$ cat config.mk
export PLATFORM = sky130hd
export DESIGN_NAME = pll_mcode_conv
export DESIGN_NICKNAME = d
export VERILOG_FILES = /design/src/rtl/pll_mcode_pkg.sv /design/src/rtl/pll_mcode_lfsr.sv /design/src/rtl/pll_mcode_bw.sv /design/src/rtl/pll_mcode_conv.sv
export SDC_FILE = /design/constraint.sdc
export NUM_CORES = 1
export LEC_CHECK = 0
export CAP_MARGIN = 10
export CORE_MARGIN = 3
export CORE_UTILIZATION = 35
export DETAILED_ROUTE_END_ITERATION = 8
export PLACE_DENSITY = 0.58
export SYNTH_ARGS = -nofsm -noshare
export SYNTH_HDL_FRONTEND = slang
export SYNTH_SLANG_ARGS = --single-unit
$ cat constraint.sdc
create_clock -name clk -period 20.7 [get_ports clk]
set_input_delay 2.07 -clock clk [delete_from_list [all_inputs] [get_ports clk]]
set_output_delay 2.07 -clock clk [all_outputs]
set_load 0.01 [all_outputs]
$ cat src/rtl/pll_mcode_pkg.sv
package pll_mcode_pkg;
  localparam int LFSR_W   = 15;
  localparam int CODE_W   = 17;
  localparam int MSEL_W   = 17;
  localparam int SELP_W   = 5;
  localparam int SELI_W   = 6;
  localparam int WORD_W   = 32;
  localparam int SELP_LSB = CODE_W;
  localparam int SELI_LSB = SELP_LSB + SELP_W;
  localparam int PAD_W    = WORD_W - SELI_LSB - SELI_W;
  localparam int DIV_W    = 11;

  localparam logic [CODE_W-1:0] SEED     = CODE_W'(17'h04000);
  localparam logic [CODE_W-1:0] CODE_ONE = CODE_W'(17'h18003);
  localparam logic [CODE_W-1:0] CODE_TWO = CODE_W'(17'h10003);
  localparam logic [MSEL_W-1:0] MSEL_TOP = MSEL_W'(32768);
  localparam logic [MSEL_W-1:0] DEC_INIT = MSEL_W'(32769);

  typedef enum logic {OP_ENC = 1'b0, OP_DEC = 1'b1} op_e;

  // one forward step: shift right, feedback of bit0^bit1 into the top bit
  function automatic logic [CODE_W-1:0] step_fwd(input logic [CODE_W-1:0] x);
    logic [CODE_W-1:0] y;
    y = '0;
    y[LFSR_W-2:0] = x[LFSR_W-1:1];
    y[LFSR_W-1]   = x[0] ^ x[1];
    return y;
  endfunction

  // one reverse step: shift left within 15 bits, feedback of bit0^bit14
  function automatic logic [CODE_W-1:0] step_rev(input logic [CODE_W-1:0] x);
    logic [CODE_W-1:0] y;
    y = '0;
    y[LFSR_W-1:1] = x[LFSR_W-2:0];
    y[0]          = x[0] ^ x[LFSR_W-1];
    return y;
  endfunction

  function automatic logic [CODE_W-1:0] special_code(input logic [MSEL_W-1:0] m);
    if (m == '0) return '0;
    else if (m == MSEL_W'(1)) return CODE_ONE;
    else return CODE_TWO;
  endfunction

  function automatic logic [SELP_W-1:0] selp_of(input logic [MSEL_W-1:0] m);
    if (m < MSEL_W'(60)) return SELP_W'(m[5:1]) + SELP_W'(1);
    else return SELP_W'(31);
  endfunction

  function automatic logic [SELI_W-1:0] seli_of(input logic [MSEL_W-1:0] m);
    logic [DIV_W-1:0] den, quo, rem;
    den = DIV_W'(m) + DIV_W'(9);
    quo = DIV_W'(1024) / den;
    rem = DIV_W'(1024) % den;
    if (m > MSEL_W'(16384))     return SELI_W'(1);
    else if (m > MSEL_W'(8192)) return SELI_W'(2);
    else if (m > MSEL_W'(2048)) return SELI_W'(4);
    else if (m >= MSEL_W'(501)) return SELI_W'(8);
    else if (m >= MSEL_W'(60)) begin
      if (rem == '0) return SELI_W'({quo[3:0], 2'b00});
      else           return SELI_W'({quo[3:0] + 4'd1, 2'b00});
    end
    else return SELI_W'({m[5:2], 2'b00}) + SELI_W'(4);
  endfunction

  function automatic logic [WORD_W-1:0] pack_word(input logic [CODE_W-1:0] code,
                                                  input logic [SELP_W-1:0] selp,
                                                  input logic [SELI_W-1:0] seli);
    return {{PAD_W{1'b0}}, seli, selp, code};
  endfunction
endpackage

$ cat src/rtl/pll_mcode_lfsr.sv
module pll_mcode_lfsr
  import pll_mcode_pkg::*;
(
  input  logic              clk,
  input  logic              rst_n,
  input  logic              load,
  input  op_e               load_op,
  input  logic [MSEL_W-1:0] load_val,
  input  logic              run,
  input  op_e               run_op,
  output logic [CODE_W-1:0] state,
  output logic [MSEL_W-1:0] count,
  output logic              special,
  output logic              finish,
  output logic              stepping
);
  logic done_enc, done_dec;

  assign done_enc = count > MSEL_TOP;
  assign done_dec = (state == SEED) || (count == '0);
  assign finish   = run && (special || ((run_op == OP_ENC) ? done_enc : done_dec));
  assign stepping = run && !finish;

  always_ff @(posedge clk or negedge rst_n) begin
    if (!rst_n) begin
      state   <= '0;
      count   <= '0;
      special <= 1'b0;
    end else if (load) begin
      if (load_op == OP_ENC) begin
        state   <= SEED;
        count   <= load_val;
        special <= load_val <= MSEL_W'(2);
      end else begin
        state   <= CODE_W'(load_val);
        count   <= DEC_INIT;
        special <= (CODE_W'(load_val) == CODE_ONE) || (CODE_W'(load_val) == CODE_TWO);
      end
    end else if (stepping) begin
      if (run_op == OP_ENC) begin
        state <= step_fwd(state);
        count <= count + MSEL_W'(1);
      end else begin
        state <= step_rev(state);
        count <= count - MSEL_W'(1);
      end
    end
  end
endmodule

$ cat src/rtl/pll_mcode_bw.sv
module pll_mcode_bw
  import pll_mcode_pkg::*;
(
  input  logic [MSEL_W-1:0] msel,
  output logic [SELP_W-1:0] selp,
  output logic [SELI_W-1:0] seli
);
  always_comb begin
    selp = selp_of(msel);
    seli = seli_of(msel);
  end
endmodule

$ cat src/rtl/pll_mcode_conv.sv
module pll_mcode_conv
  import pll_mcode_pkg::*;
(
  input  logic              clk,
  input  logic              rst_n,
  input  logic              start,
  input  logic              mode,
  input  logic [MSEL_W-1:0] value_in,
  output logic              busy,
  output logic              done,
  output logic [MSEL_W-1:0] msel_out,
  output logic [WORD_W-1:0] word_out
);
  op_e               op_q;
  logic [MSEL_W-1:0] val_q;
  logic              busy_q, done_q;
  logic [MSEL_W-1:0] msel_q;
  logic [WORD_W-1:0] word_q;

  // named internal events for the checker
  logic              accept_w, finish_w, step_w, special_w, op_dec_w;
  logic [CODE_W-1:0] st_w;
  logic [MSEL_W-1:0] cnt_w;

  logic [MSEL_W-1:0] res_msel;
  logic [CODE_W-1:0] res_code;
  logic [SELP_W-1:0] res_selp;
  logic [SELI_W-1:0] res_seli;
  op_e               mode_op;

  assign mode_op  = mode ? OP_DEC : OP_ENC;
  assign accept_w = start && !busy_q;
  assign op_dec_w = (op_q == OP_DEC);

  pll_mcode_lfsr u_lfsr (
    .clk      (clk),
    .rst_n    (rst_n),
    .load     (accept_w),
    .load_op  (mode_op),
    .load_val (value_in),
    .run      (busy_q),
    .run_op   (op_q),
    .state    (st_w),
    .count    (cnt_w),
    .special  (special_w),
    .finish   (finish_w),
    .stepping (step_w)
  );

  always_comb begin
    if (op_q == OP_ENC) begin
      res_msel = val_q;
      res_code = special_w ? special_code(val_q) : st_w;
    end else begin
      res_code = CODE_W'(val_q);
      if (special_w) res_msel = (CODE_W'(val_q) == CODE_ONE) ? MSEL_W'(1) : MSEL_W'(2);
      else           res_msel = cnt_w;
    end
  end

  pll_mcode_bw u_bw (
    .msel (res_msel),
    .selp (res_selp),
    .seli (res_seli)
  );

  always_ff @(posedge clk or negedge rst_n) begin
    if (!rst_n) begin
      op_q   <= OP_ENC;
      val_q  <= '0;
      busy_q <= 1'b0;
      done_q <= 1'b0;
      msel_q <= '0;
      word_q <= '0;
    end else begin
      done_q <= 1'b0;
      if (accept_w) begin
        op_q   <= mode_op;
        val_q  <= value_in;
        busy_q <= 1'b1;
      end else if (finish_w) begin
        busy_q <= 1'b0;
        done_q <= 1'b1;
        msel_q <= res_msel;
        word_q <= pack_word(res_code, res_selp, res_seli);
      end
    end
  end

  assign busy     = busy_q;
  assign done     = done_q;
  assign msel_out = msel_q;
  assign word_out = word_q;
endmodule

# Yosys cells after proc, flatten, opt, wreduce, memory -nomap -nowiden
# Index checks and enable logic that the tools add are counted.
# op_classes
n_lt_le_gt_ge	8
n_div	2
n_mux	29
n_eq_ne	5
n_bitwise	3
mul	0
reduce_logical	14
shifts	0
addsub	6
# op_table
cell	count
two-way mux 17 bit	12
equality test 17 bit, second input constant	3
two-way mux 6 bit	6
logical NOT 17 bit	2
adder 17 x 1 -> 17 bit, second input constant	1
equality test 17 x 1 -> 1 bit, second input constant	1
equality test 17 x 15 -> 1 bit, second input constant	1
greater-or-equal comparator 17 x 6 -> 1 bit, second input constant	1
greater-or-equal comparator 17 x 9 -> 1 bit, second input constant	1
> comparator 17 x 12 -> 1 bit, second input constant	1
> comparator 17 x 14 -> 1 bit, second input constant	1
> comparator 17 x 15 -> 1 bit, second input constant	1
> comparator 17 x 16 -> 1 bit, second input constant	1
less-or-equal comparator 17 x 2 -> 1 bit, second input constant	1
< comparator 17 x 6 -> 1 bit, second input constant	1
subtractor 17 x 1 -> 17 bit, second input constant	1
two-way mux 16 bit	1
two-way mux 15 bit	1
adder 11 x 4 -> 11 bit, second input constant	1
divider 11 x 11 -> 11 bit, first input constant	1
logical NOT 11 bit	1
remainder unit 11 x 11 -> 11 bit, first input constant	1
two-way mux 1 bit	7
adder 6 x 3 -> 6 bit, second input constant	1
other kinds (11)	18
# totals
ramBits	0
out_inout_bits	51
latchBits	0
register_bits	100
romBits	0
elab_cells	76
mem_count	0

# Depth between registers and ports, before layout
# depth
ltp_word	13
ltp_mapped	105
ltp_nobuf	100

# By module
# Synthesis repeated with hierarchy kept, for this count alone.
# hier_totals
cells_unflattened	1239
hier_area_um2	10117.2
# by_module_without_submodules
mod	cells_per_inst	area_per_inst_um2	instances
pll_mcode_bw	667	4515.6	1
pll_mcode_conv	267	2817.7	1
pll_mcode_lfsr	305	2783.9	1

# Worst setup path before layout
# Ideal clock, no wire load.
# synth_path
kind	reg-to-reg
startpoint	register val_q[13]
endpoint	register word_q[25], in the netlist word_out[25]
setup_ps	84
path_slack_ps	441
period_less_slack_ps	20259
arrival_ps	20175
stages_incl_launch_ff	98
cell_sequence	dfrtp_1 > or4_4 > nor4_2 > a21oi_1 > inv_2 > clkbuf_1 > buf_1 > ha_1 > nand2_1 > nand3_1 > nand2_1 > xnor2_1 > o21a_1 > buf_2 > nand2_1 > nor2_1 > nand4_1 > ha_1 > [... 62 more ...] > nand3b_1 > o21ba_2 > o21ai_2 > clkbuf_1 > nand2_1 > o41a_1 > a21o_1 > ha_1 > and2_1 > or2_2 > a21o_1 > a21oi_1 > o21ai_1 > a211o_1 > nor4_2 > a31oi_1 > or3_1 > a41oi_2
# synth_via
elab_chain_len	13
elab_cells_between_ends	20
cone_classes	add/sub (2); div (2); order compare (5); eq/ne (1); mux (9); reduce/logical (1)
# synth_lines
element	line_no	source
start, declared	pll_mcode_conv.sv:15	logic [MSEL_W-1:0] val_q;
start signal, assigned	pll_mcode_conv.sv:79	val_q <= value_in;
equality test 17 bit *	pll_mcode_conv.sv:56	if (special_w) res_msel = (CODE_W'(val_q) == CODE_ONE) ? MSEL_W'(1) : MSEL_W'(2);
two-way mux 2 bit *	pll_mcode_conv.sv:56	
two-way mux 17 bit *	pll_mcode_conv.sv:56	
two-way mux 17 bit *	pll_mcode_conv.sv:51	if (op_q == OP_ENC) begin
via res_msel[0]	pll_mcode_conv.sv:25	logic [MSEL_W-1:0] res_msel;
adder 11 x 4 -> 11 bit	pll_mcode_pkg.sv:52	den = DIV_W'(m) + DIV_W'(9);
divider 11 x 11 -> 11 bit or remainder unit 11 x 11 -> 11 bit (tied branches)	pll_mcode_pkg.sv:53, pll_mcode_pkg.sv:54	
adder 4 x 1 -> 4 bit or logical NOT 11 bit (tied branches)	pll_mcode_pkg.sv:61, pll_mcode_pkg.sv:60	
two-way mux 6 bit	pll_mcode_pkg.sv:60	if (rem == '0) return SELI_W'({quo[3:0], 2'b00});
two-way mux 6 bit	pll_mcode_pkg.sv:59	else if (m >= MSEL_W'(60)) begin
two-way mux 6 bit	pll_mcode_pkg.sv:58	else if (m >= MSEL_W'(501)) return SELI_W'(8);
two-way mux 6 bit	pll_mcode_pkg.sv:57	else if (m > MSEL_W'(2048)) return SELI_W'(4);
two-way mux 6 bit	pll_mcode_pkg.sv:56	else if (m > MSEL_W'(8192)) return SELI_W'(2);
two-way mux 6 bit *	pll_mcode_pkg.sv:55	if (m > MSEL_W'(16384)) return SELI_W'(1);
end signal, assigned	pll_mcode_conv.sv:85	word_q <= pack_word(res_code, res_selp, res_seli);
end, declared	pll_mcode_conv.sv:18	logic [WORD_W-1:0] word_q;
# Mark *: on every way through the listed nets, which the timed path passes. The rest lies on a longest branch.
# A chain may end at the register's enable or synchronous reset.

# Worst setup path in the final report
# Same ends and word-level chain as after synthesis.

==> flow_summary.html <==
<table>
<tr><th>Metric</th><th>Value</th></tr>
<tr><th colspan="2">Worst setup path</th></tr>
<tr><td>R2r startpoint</td><td>val_q[13]</td></tr>
<tr><td>Number of buffers and inverters on the critical path</td><td>4</td></tr>
<tr><td>Critical path's top delay family</td><td>compound AO/OA/AOI/OAI gates</td></tr>
<tr><td>Type of the worst setup path</td><td>reg2reg</td></tr>
<tr><td>Slowest stage cell, crit path</td><td>sky130_fd_sc_hd__or4_4</td></tr>
<tr><td>CP startpoint</td><td>val_q[13]</td></tr>
<tr><td>Worst stage delay on the critical path</td><td>0.57 ns</td></tr>
<tr><td>CP most frequent cell</td><td>sky130_fd_sc_hd__ha_1</td></tr>
<tr><td>Setup slack on the worst flop-to-flop path</td><td>around 0.94 ns</td></tr>
<tr><td>Capture point of the critical path</td><td>word_out[25]</td></tr>
<tr><td>Crit-path max FO</td><td>10</td></tr>
<tr><td>Endpoint of the lowest-slack register-to-register path</td><td>word_out[25]</td></tr>
<tr><td>Worst setup EP type</td><td>flop</td></tr>
<tr><td>Data required time of the worst path</td><td>between 20 and 25 ns</td></tr>
<tr><td>Worst Setup Start Kind</td><td>flop</td></tr>
<tr><td>Worst reg2reg path depth</td><td>90</td></tr>
<tr><td>Arrival time of data at the critical path endpoint</td><td>~20 ns</td></tr>
<tr><td>Number of gates on the worst path with buffers counted</td><td>90</td></tr>
<tr><th colspan="2">Detailed routing</th></tr>
<tr><td>Vias</td><td>approximately 10k</td></tr>
<tr><td>Routed wire length per instance</td><td>19.7 um</td></tr>
<tr><td>Post-route DRC violation count</td><td>0</td></tr>
<tr><td>DRT antenna net count</td><td>0</td></tr>
<tr><td>Final wirelength</td><td>34700 um</td></tr>
<tr><td>Initial DRC count</td><td>between 1k and 1.5k</td></tr>
<tr><td>Routed vias/inst</td><td>5.90</td></tr>
<tr><td>Number of search-and-repair iterations in the first detailed-routing pass</td><td>6</td></tr>
<tr><th colspan="2">Floorplanning</th></tr>
<tr><td>Core Area</td><td>0.0280 sq mm</td></tr>
<tr><td>Starting density of the core</td><td>approximately 36%</td></tr>
<tr><td>Num ports</td><td>72</td></tr>
<tr><td>Die extent in x</td><td>~180 um</td></tr>
<tr><td>Die footprint</td><td>around 0.031 sq mm</td></tr>
<tr><td>Number of core rows</td><td>61</td></tr>
<tr><td>Die boundary height</td><td>around 180 um</td></tr>
<tr><th colspan="2">Clocking</th></tr>
<tr><td>Clock insertion delay at the later pin of the skew report</td><td>0.35 ns</td></tr>
<tr><td>CTS H-Tree Depth</td><td>3</td></tr>
<tr><td>Clock buffer count from CTS</td><td>9</td></tr>
<tr><td>Clock Tree Buf Depth</td><td>2</td></tr>
<tr><td>Library cell used as clock root buffer</td><td>sky130_fd_sc_hd__clkbuf_16</td></tr>
<tr><td>Number of sinks driven by the clock tree</td><td>100</td></tr>
<tr><td>TritonCTS clock tree</td><td>built</td></tr>
<tr><td>Clock transition time at the flip-flop clock pins of the worst setup and hold paths</td><td>0.08 ns</td></tr>
<tr><th colspan="2">Placed design</th></tr>
<tr><td>Port buffer count</td><td>67</td></tr>
<tr><td>Global placement routability congestion</td><td>slightly above 0.9</td></tr>
<tr><td>Dpl ws</td><td>approximately 0.086 ns</td></tr>
<tr><td>Placed Instance Area</td><td>~0.011 sq mm</td></tr>
<tr><td>Final HPWL from detailed placement</td><td>26000 um</td></tr>
<tr><th colspan="2">Global route</th></tr>
<tr><td>GR Overflow Total</td><td>0</td></tr>
<tr><td>Largest net degree at the start of global routing</td><td>88</td></tr>
<tr><td>Via count of the first global-routing pass</td><td>9628</td></tr>
<tr><td>Wire length of the first global-routing pass</td><td>53900 um</td></tr>
<tr><td>Global-route total usage across every layer</td><td>21.7%</td></tr>
<tr><td>Antenna violations before repair</td><td>0</td></tr>
<tr><th colspan="2">Timing</th></tr>
<tr><td>Hold Vio Cnt, Final</td><td>0</td></tr>
<tr><td>Slew of the pin with the lowest slew margin</td><td>1.07 ns</td></tr>
<tr><td>Post-layout min period</td><td>a little under 20 ns</td></tr>
<tr><td>Highest clock rate</td><td>0.0506 GHz</td></tr>
<tr><td>Crit share post-route</td><td>around 95%</td></tr>
<tr><td>Final setup violation count</td><td>0</td></tr>
<tr><td>Worst clock skew</td><td>0.0148 ns</td></tr>
<tr><td>Setup ws final</td><td>approximately 0.94 ns</td></tr>
<tr><td>Relative slew slack</td><td>28.4%</td></tr>
<tr><td>Max Transition Viols Final</td><td>0</td></tr>
<tr><th colspan="2">Synthesis</th></tr>
<tr><td>Top flip-flop cell by instance count after synthesis</td><td>sky130_fd_sc_hd__dfrtp_1</td></tr>
<tr><td>Number of flops mapped to enable cells by yosys</td><td>0</td></tr>
<tr><td>Synthesized area divided by synthesized cell count</td><td>between 7 and 8 sq um</td></tr>
<tr><td>Proportion of synthesized flip-flops having asynchronous set or reset</td><td>100%</td></tr>
<tr><td>Summed instance area of the synthesized netlist</td><td>~0.010 sq mm</td></tr>
<tr><td>Part of the Yosys area used for sequential elements</td><td>between 20% and 30%</td></tr>
<tr><td>Post-synthesis sequential element count</td><td>100</td></tr>
<tr><td>Cells after Synth</td><td>~1.3k</td></tr>
<tr><td>Yosys cell types</td><td>95</td></tr>
<tr><td>Number of warnings reported in the yosys synthesis log</td><td>0</td></tr>
<tr><th colspan="2">Run</th></tr>
<tr><td>Maxcap violations</td><td>0</td></tr>
<tr><th colspan="2">Finish</th></tr>
<tr><td>Final standard cell area without fillers</td><td>between 0.01 and 0.015 sq mm</td></tr>
<tr><td>Area growth from synthesis to layout</td><td>19.7%</td></tr>
<tr><td>Inserted Diodes</td><td>0</td></tr>
<tr><td>Most frequent cells in the layout</td><td>sky130_fd_sc_hd__nand2_1 (163), sky130_fd_sc_hd__o21ai_0 (119), sky130_fd_sc_hd__nor2_1 (115), sky130_fd_sc_hd__dfrtp_1 (99), sky130_fd_sc_hd__a21oi_1 (83)</td></tr>
<tr><td>Layout cell share with drive strength beyond 1</td><td>a little over an eighth</td></tr>
<tr><td>Most common cell after layout, fill and taps aside</td><td>sky130_fd_sc_hd__nand2_1</td></tr>
<tr><td>Net count reported at finish</td><td>~1.5k</td></tr>
<tr><th colspan="2">Outcome</th></tr>
<tr><td>Result of the run</td><td>complete, no violations</td></tr>
<tr><th colspan="2">Worst hold path</th></tr>
<tr><td>Path type of the worst min-delay path</td><td>reg2reg</td></tr>
</table>
==> worst reg2reg max path: cells and delay by family, from the launching register on <==
family / cells / cell delay, ns
buffers and inverters: 4 / 0.68
flip-flops: 1 / 0.42
adder cells (fa/ha/maj): 11 / 3.26
AO/OA/AOI/OAI: 41 / 8.32
AND/OR/NAND/NOR: 33 / 6.80
multiplexers: 1 / 0.25
==> per-layer routing <==
metal  share of wire, %  global-route usage (%)  wire length [um]  vias to the layer above
li1                   -                       -                 -                     4936
met1                 45                    31.8             15700                     4948
met2                 44                    33.2             15300                      455
met3                8.3                    3.50              2870                       67
met4                2.3                    5.32               805                        0
met5                  0                       0                 0                        -
==> state kept, by name, summed over array words and instances (netlist names) <==
register,cells
u_lfsr.special,1
word_out,28
op_dec_w,1
done,1
u_lfsr.state,17
val_q,17
msel_out,17
busy,1
u_lfsr.count,17
==> cell type report <==
class / count / area [sq um]
inverter: 42 / 161
fill: 2887 / 16000
sequential: 100 / 2500
clock inverter: 7 / 80.1
tap: 378 / 473
clock buffer: 9 / 225
multi-input combinational: 1095 / 7370
timing repair buffer: 132 / 1160
==> logic make-up (layout without fill, tap and decap cells) <==
group / Yosys count / after routing / share of synthesized area [%]
AO/OA/AOI/OAI: 410 / 410 / 26.9
XOR/XNOR: 49 / 49 / 4.36
buffers and inverters: 104 / 190 / 4.44
multiplexers: 27 / 27 / 2.78
adder cells (fa/ha/maj): 82 / 82 / 10.3
AND/OR/NAND/NOR: 523 / 523 / 26.2
other: 1 / 4 / 0.0375
flip-flops: 100 / 100 / 25.0
==> worst min-delay path by stage <==
stage | slack [ns] | cells after the start | endpoint | startpoint
after global routing | 0.51 | 2 | word_out[14] | word_out[14]
after floorplan | 0.48 | 2 | val_q[2] | val_q[2]
after detailed placement | 0.47 | 2 | word_out[12] | word_out[12]
after CTS | 0.49 | 2 | word_out[12] | word_out[12]
after global placement | 0.46 | 2 | msel_out[13] | msel_out[13]
final | 0.48 | 2 | word_out[12] | word_out[12]
==> repair_timing <==
action / CTS / global route
setup buffers: 0 / 11
setup endpoints to repair: 0 / 4
hold buffers: 0 / 0
resized for setup: 0 / 58
==> cells in the mapped netlist, drive strengths merged, types with 6 or more instances <==
cell    count  area (sq um)
clkbuf     40           151
o22ai       6          37.5
nand3b     20           150
nor4       15           121
buf        22           135
nor3       36           185
a22oi      23           173
xnor2      32           288
a211oi     11          92.6
mux2i      21           210
nor2      120           453
and2       11          68.8
a21o       22           165
nand2b     22           138
a41oi       6          60.1
xor2       17           149
dfrtp     100          2500
nand2     164           616
o211ai      9          77.6
or2        12          75.1
inv        41           154
nor2b      16           100
a31oi      15           113
mux2        6          67.6
or3        11          68.8
o21a       14           105
a21boi      7          52.6
and3       10          62.6
a221o       6          60.1
nand3      47           248
a21oi      91           463
o21ai     133           673
nand4      15           109
a211o       6          52.6
ha         81          1010
a311oi      6          65.1
o31ai       8          65.1
o311ai      6          52.6
==> per-stage QoR <==
stage	setup TNS (ns)	utilization [%]	instances	hold WS [ns]
2_1_floorplan	0	-	1299	0.484
3_3_place_gp	0	40.3	1736	0.463
3_5_place_dp	0	40.3	1736	0.469
4_1_cts	0	41.4	1752	0.485
5_1_grt	-0.461	42.8	1763	0.512
6_report	0	42.8	1763	0.479
Power is not shown: default switching activity piles up to over one toggle a cycle in this logic, so the estimate is an artifact.
